--- src/rtl/rsb_pkg.sv ---
package rsb_pkg;

  localparam int DATA_W = 8;
  localparam int IDX_W  = $clog2(DATA_W);
  localparam int SEL_W  = 3;

  typedef enum logic [SEL_W-1:0] {
    SH_ROTL = 3'd0,
    SH_ROTR = 3'd1,
    SH_RCL  = 3'd2,
    SH_RCR  = 3'd3,
    SH_ASL  = 3'd4,
    SH_ASR  = 3'd5,
    SH_ONEL = 3'd6,
    SH_LSR  = 3'd7
  } shift_kind_e;

  localparam int FB_C  = 0;
  localparam int FB_N  = 1;
  localparam int FB_PV = 2;
  localparam int FB_X3 = 3;
  localparam int FB_H  = 4;
  localparam int FB_X5 = 5;
  localparam int FB_Z  = 6;
  localparam int FB_S  = 7;

  function automatic logic even_ones(input logic [DATA_W-1:0] v);
    return ~(^v);
  endfunction

  // flag byte produced by every shift/rotate
  function automatic logic [7:0] shift_flags(input logic [DATA_W-1:0] r,
                                             input logic cout);
    logic [7:0] f;
    f        = '0;
    f[FB_S]  = r[DATA_W-1];
    f[FB_Z]  = (r == '0);
    f[FB_X5] = r[5];
    f[FB_X3] = r[3];
    f[FB_PV] = even_ones(r);
    f[FB_C]  = cout;
    return f;
  endfunction

  // flag byte produced by the bit test
  function automatic logic [7:0] test_flags(input logic hit,
                                            input logic [IDX_W-1:0] idx,
                                            input logic cin);
    logic [7:0] f;
    f        = '0;
    f[FB_H]  = 1'b1;
    f[FB_C]  = cin;
    f[FB_Z]  = ~hit;
    f[FB_PV] = ~hit;
    f[FB_S]  = hit && (idx == IDX_W'(7));
    f[FB_X5] = hit && (idx == IDX_W'(5));
    f[FB_X3] = hit && (idx == IDX_W'(3));
    return f;
  endfunction

endpackage

--- src/rtl/rsb_shifter.sv ---
module rsb_shifter
  import rsb_pkg::*;
#(
  parameter int W = DATA_W
) (
  input  logic [W-1:0]     operand,
  input  shift_kind_e      kind,
  input  logic             carry_in,
  output logic [W-1:0]     shifted,
  output logic             carry_out,
  output logic             fill_bit,
  output logic             go_left
);

  // even encodings move towards bit W-1
  assign go_left = ~kind[0];

  always_comb begin
    unique case (kind)
      SH_ROTL: fill_bit = operand[W-1];
      SH_ROTR: fill_bit = operand[0];
      SH_RCL,
      SH_RCR:  fill_bit = carry_in;
      SH_ASL:  fill_bit = 1'b0;
      SH_ASR:  fill_bit = operand[W-1];
      SH_ONEL: fill_bit = 1'b1;
      SH_LSR:  fill_bit = 1'b0;
      default: fill_bit = 1'b0;
    endcase
  end

  assign shifted   = go_left ? {operand[W-2:0], fill_bit}
                             : {fill_bit, operand[W-1:1]};
  assign carry_out = go_left ? operand[W-1] : operand[0];

endmodule

--- src/rtl/rsb_bit_tester.sv ---
module rsb_bit_tester
  import rsb_pkg::*;
#(
  parameter int W  = DATA_W,
  parameter int IW = $clog2(W)
) (
  input  logic [W-1:0]  operand,
  input  logic [IW-1:0] bit_idx,
  output logic [W-1:0]  sel_mask,
  output logic          hit
);

  for (genvar i = 0; i < W; i++) begin : g_mask
    assign sel_mask[i] = (bit_idx == IW'(i));
  end

  // bitwise masking, not a truth test of the whole operand
  assign hit = |(operand & sel_mask);

endmodule

--- src/rtl/rsb_out_stage.sv ---
module rsb_out_stage #(
  parameter int W  = 8,
  parameter int FW = 8
) (
  input  logic          clk,
  input  logic          rst_n,
  input  logic          load,
  input  logic [W-1:0]  d_result,
  input  logic [FW-1:0] d_flags,
  output logic          q_valid,
  output logic [W-1:0]  q_result,
  output logic [FW-1:0] q_flags
);

  always_ff @(posedge clk) begin
    if (!rst_n) begin
      q_valid  <= 1'b0;
      q_result <= '0;
      q_flags  <= '0;
    end else begin
      q_valid <= load;
      if (load) begin
        q_result <= d_result;
        q_flags  <= d_flags;
      end
    end
  end

endmodule

--- src/rtl/rsb_unit.sv ---
module rsb_unit
  import rsb_pkg::*;
(
  input  logic              clk,
  input  logic              rst_n,
  input  logic              in_valid,
  input  logic              op_bit,
  input  logic [SEL_W-1:0]  shift_sel,
  input  logic [IDX_W-1:0]  bit_idx,
  input  logic [DATA_W-1:0] operand,
  input  logic [7:0]        flags_in,
  output logic              out_valid,
  output logic [DATA_W-1:0] result,
  output logic [7:0]        flags_out
);

  logic [DATA_W-1:0] sh_value;
  logic              sh_carry;
  logic              sh_fill;
  logic              sh_left;
  logic [DATA_W-1:0] test_mask;
  logic              test_hit;
  logic [DATA_W-1:0] next_result;
  logic [7:0]        next_flags;

  rsb_shifter #(.W(DATA_W)) u_shift (
    .operand   (operand),
    .kind      (shift_kind_e'(shift_sel)),
    .carry_in  (flags_in[FB_C]),
    .shifted   (sh_value),
    .carry_out (sh_carry),
    .fill_bit  (sh_fill),
    .go_left   (sh_left)
  );

  rsb_bit_tester #(.W(DATA_W), .IW(IDX_W)) u_test (
    .operand  (operand),
    .bit_idx  (bit_idx),
    .sel_mask (test_mask),
    .hit      (test_hit)
  );

  always_comb begin
    if (op_bit) begin
      next_result = operand;
      next_flags  = test_flags(test_hit, bit_idx, flags_in[FB_C]);
    end else begin
      next_result = sh_value;
      next_flags  = shift_flags(sh_value, sh_carry);
    end
  end

  rsb_out_stage #(.W(DATA_W), .FW(8)) u_out (
    .clk      (clk),
    .rst_n    (rst_n),
    .load     (in_valid),
    .d_result (next_result),
    .d_flags  (next_flags),
    .q_valid  (out_valid),
    .q_result (result),
    .q_flags  (flags_out)
  );

endmodule

--- config.mk ---
export PLATFORM = sky130hd
export DESIGN_NAME = rsb_unit
export DESIGN_NICKNAME = d
export VERILOG_FILES = /design/src/rtl/rsb_pkg.sv /design/src/rtl/rsb_shifter.sv /design/src/rtl/rsb_bit_tester.sv /design/src/rtl/rsb_out_stage.sv /design/src/rtl/rsb_unit.sv
export SDC_FILE = /design/constraint.sdc
export NUM_CORES = 1
export LEC_CHECK = 0
export CAP_MARGIN = 20
export CORE_ASPECT_RATIO = 0.7
export CORE_UTILIZATION = 38
export DETAILED_ROUTE_END_ITERATION = 10
export GPL_TIMING_DRIVEN = 1
export PLACE_DENSITY = 0.76
export REMOVE_ABC_BUFFERS = 1
export SLEW_MARGIN = 20
export SYNTH_ARGS = -nofsm -noshare
export SYNTH_HDL_FRONTEND = slang
export SYNTH_SLANG_ARGS = --single-unit
--- constraint.sdc ---
create_clock -name clk -period 1.65 [get_ports clk]
set_input_delay 0.165 -clock clk [delete_from_list [all_inputs] [get_ports clk]]
set_output_delay 0.165 -clock clk [all_outputs]
set_load 0.005 [all_outputs]
==> flow_summary.toml <==
[status]
run_status = "completed"

[placed_design]
dp.final_hpwl_um = 1880
place.port_buffers = 34
dpl_cell_area_um2 = 1510
globalplace.congestion = 0.797
preCtsSetupSlack_ps = -482
numPlacedInstances = 190

[synth]
synth.ff_latch_count = 16
synthCells = 115
ys_async_sr_fraction_pct = 0
synth_sequential_area_ratio_pct = 31.4
yosys_warnings = 0
synth_enable_flop_cells = 0
post_synth.cell_area_avg_um2 = 8.86
synth.lib_cells_used.distinct = 28
synthFlopType = "dfxtp_1"
mappedNetlistArea_um2 = 1020

[sta]
final-max-slew-violation-count = 0
worst_clock_skew_ps = 0
least_setup_slack_across_all_paths_after_layout_ps = 42.5
final-hold-violation-count = 0
layout_worst_path_cycle_share_pct = 97.4
tightest_slew_ps = 557
setup-violations-final = 0
achievable-frequency_mhz = 622
setup-tns-final_ps = 0
timing.slew.headroom_pct = 62.8
hold-worst-slack_ps = 381
final_period_minus_worst_setup_slack_ps = 1610

[clock_tree]
cts_hold_buffers = 0
clk_root_buffer_cell = "clkbuf_8"
tritoncts = "built"
cts-buffers-inserted = 3
h-tree-depth = 1
clock_insertion_delay_worst_skew_ps = 250
cts.sinks = 16
cts_max_path_buffers = 2
clk_pin_slew_worst_setup_hold_paths_ps = 60

[global_routing]
grt_antenna_before_repair = 0
grt_max_degree = 27
first_global_vias = 962
grtUsageTotal_pct = 20.6
globalRouteOverflowTotal = 0
grt_pass1_wl_um = 4430

[floorplan]
io_pins = 43
core_area_um2 = 2500
chipHeight_um = 45.3
core.rowCount = 15
die-area_um2 = 2890
initial_core_util_pct = 40.8
die-width_um = 63.9

[drt]
avgRoutedWirePerCell_um = 13.6
1st_pass_router_iterations = 4
drtAntennaViolNets = 0
route.vias.total = 1032
detail_route.drc_violations = 0
dr.first_iter.drc_count = 34
wirelength_routed_um = 2730
via_per_inst = 5.13

[final_layout]
nets = 198
syn_to_final_growth_pct = 63.1
post_route_cells_drive_above_1_share_pct = 23.4
final_util_pct = 66.6
diodes = 0
layout.cell_area.non_filler_um2 = 1660
finish.cell_count_without_fillers = 201

[critical_path]
worstSetupStartpointType = "input pin"
rr_worst_depth = 2
crit-reg2reg-capture = "u_out.q_result[7]$_SDFFE_PN0P_"
reg2reg_slack_ps = 1010
path_max_fanout = 5
timing_worst_setup_path_type = "input pin to flop"
crit_path_end_kind = "flop"
r2r-start = "u_out.q_result[7]$_SDFFE_PN0P_"
critical_path_arrival_ps = 1800
cp-endpoint = "u_out.q_flags[2]$_SDFFE_PN0P_"
startpoint = "shift_sel[0]"
cp.required_ps = 1840

[min_path]
timing.hold.worst.class = "input pin to flop"
hold-path-cell-count = 4

[power_and_ir_drop]
report.power.total_mw = 1.16
ir_drop_mv = 0.399
power.leakage_nw = 0.710
power_density_nw_per_um2 = 700

[run]
cap_viol_max_count = 0
## registers in the layout (all words and copies together), names as in the netlist
name / count
u_out.q_flags: 7
u_out.q_result: 8
u_out.q_valid: 1
## timing repair
item                       CTS  global route
gates resized for setup     14             7
cloned                       1             0
pin swaps                    6             4
setup endpoints to repair    1             1
buffers inserted             6             0
## critical path, stage by stage
cell and delay, ps:
dlygate4sd2_1 270, bufbuf_16 270, o211ai_1 100, o21ai_1 100
ha_1 320, xnor2_2 150, xnor2_1 120, o21a_1 170
a21oi_1 120
## cell families (layout without fill, tap and decap cells)
| kind of cell | count (synthesis) | count (layout) | synth area share, % |
|---|---|---|---|
| xor gates and xnor gates | 3 | 3 | 2.58 |
| muxes | 19 | 19 | 19.9 |
| DFF | 16 | 16 | 31.4 |
| and+or+nand+nor | 32 | 32 | 17.2 |
| buffers and inverters | 10 | 62 | 5.53 |
| AOI/OAI and AO/OA | 30 | 30 | 18.1 |
| other | 1 | 1 | 0.368 |
| adders and majority gates | 4 | 4 | 4.91 |
## cell type report
class | count | area [µm²]
clock buffer | 4 | 55.1
fill | 203 | 835
multi-input combinational | 89 | 679
sequential | 16 | 320
tap | 34 | 42.5
timing repair buffer | 58 | 564
## synth_stat cells (2+ instances only)
library cell  instances  share of area, %
mux2i_1              18                18
dfxtp_1              16                31
o21ai_0              13               6.4
nor2b_1              10               6.1
nand2_1               9               3.3
a21oi_1               5               2.5
clkbuf_1              4               1.5
ha_1                  4               4.9
nand4_1               4               2.5
buf_2                 3               1.5
nand3b_1              3               2.2
nor2_1                3               1.1
o211ai_1              3               2.2
o21a_1                3               2.2
buf_4                 2               1.5
o211a_1               2               2.0
xnor2_1               2               1.7
## worst min path at each step
stage / startpoint / to / slack [ps]
final: operand[7] / u_out.q_result[7]$_SDFFE_PN0P_ / 380
after global routing: operand[7] / u_out.q_result[7]$_SDFFE_PN0P_ / 380
after detailed placement: u_out.q_flags[3]$_SDFFE_PN0P_ / u_out.q_flags[3]$_SDFFE_PN0P_ / 470
after global placement: u_out.q_flags[3]$_SDFFE_PN0P_ / u_out.q_flags[3]$_SDFFE_PN0P_ / 470
after floorplan: in_valid / u_out.q_result[7]$_SDFFE_PN0P_ / 270
after CTS: operand[0] / u_out.q_result[0]$_SDFFE_PN0P_ / 470
## metal layers
metal | global-route usage, % | routed length, µm
met5 | 0 | 0
met3 | 6.06 | 154
met4 | 4.09 | 15
met2 | 34.9 | 1270
met1 | 26.5 | 1290
## where the power goes
group | switching (mW) | leakage (nW) | internal [mW]
clock network | 0.140 | 0.0288 | 0.212
logic | 0.152 | 0.549 | 0.233
registers | 0.0132 | 0.132 | 0.414
total | 0.305 | 0.710 | 0.859
## cells in the final DEF, fill, tap and decap left out, types with 2 or more instances in the layout
cell type and count:
nand2_1 9, nand4_1 4, o211a_1 2, nand3b_1 3
dlygate4sd2_1 3, o211ai_1 3, nor2_1 3, mux2i_2 3
a21oi_1 4, buf_4 20, dfxtp_1 16, clkbuf_2 3
ha_1 4, mux2i_1 14, clkdlybuf4s50_1 28, o21a_1 3
clkbuf_8 4, o21ai_1 2, o21ai_0 12, nor2b_1 10
buf_12 3
(Power assumes the default switching activity.)
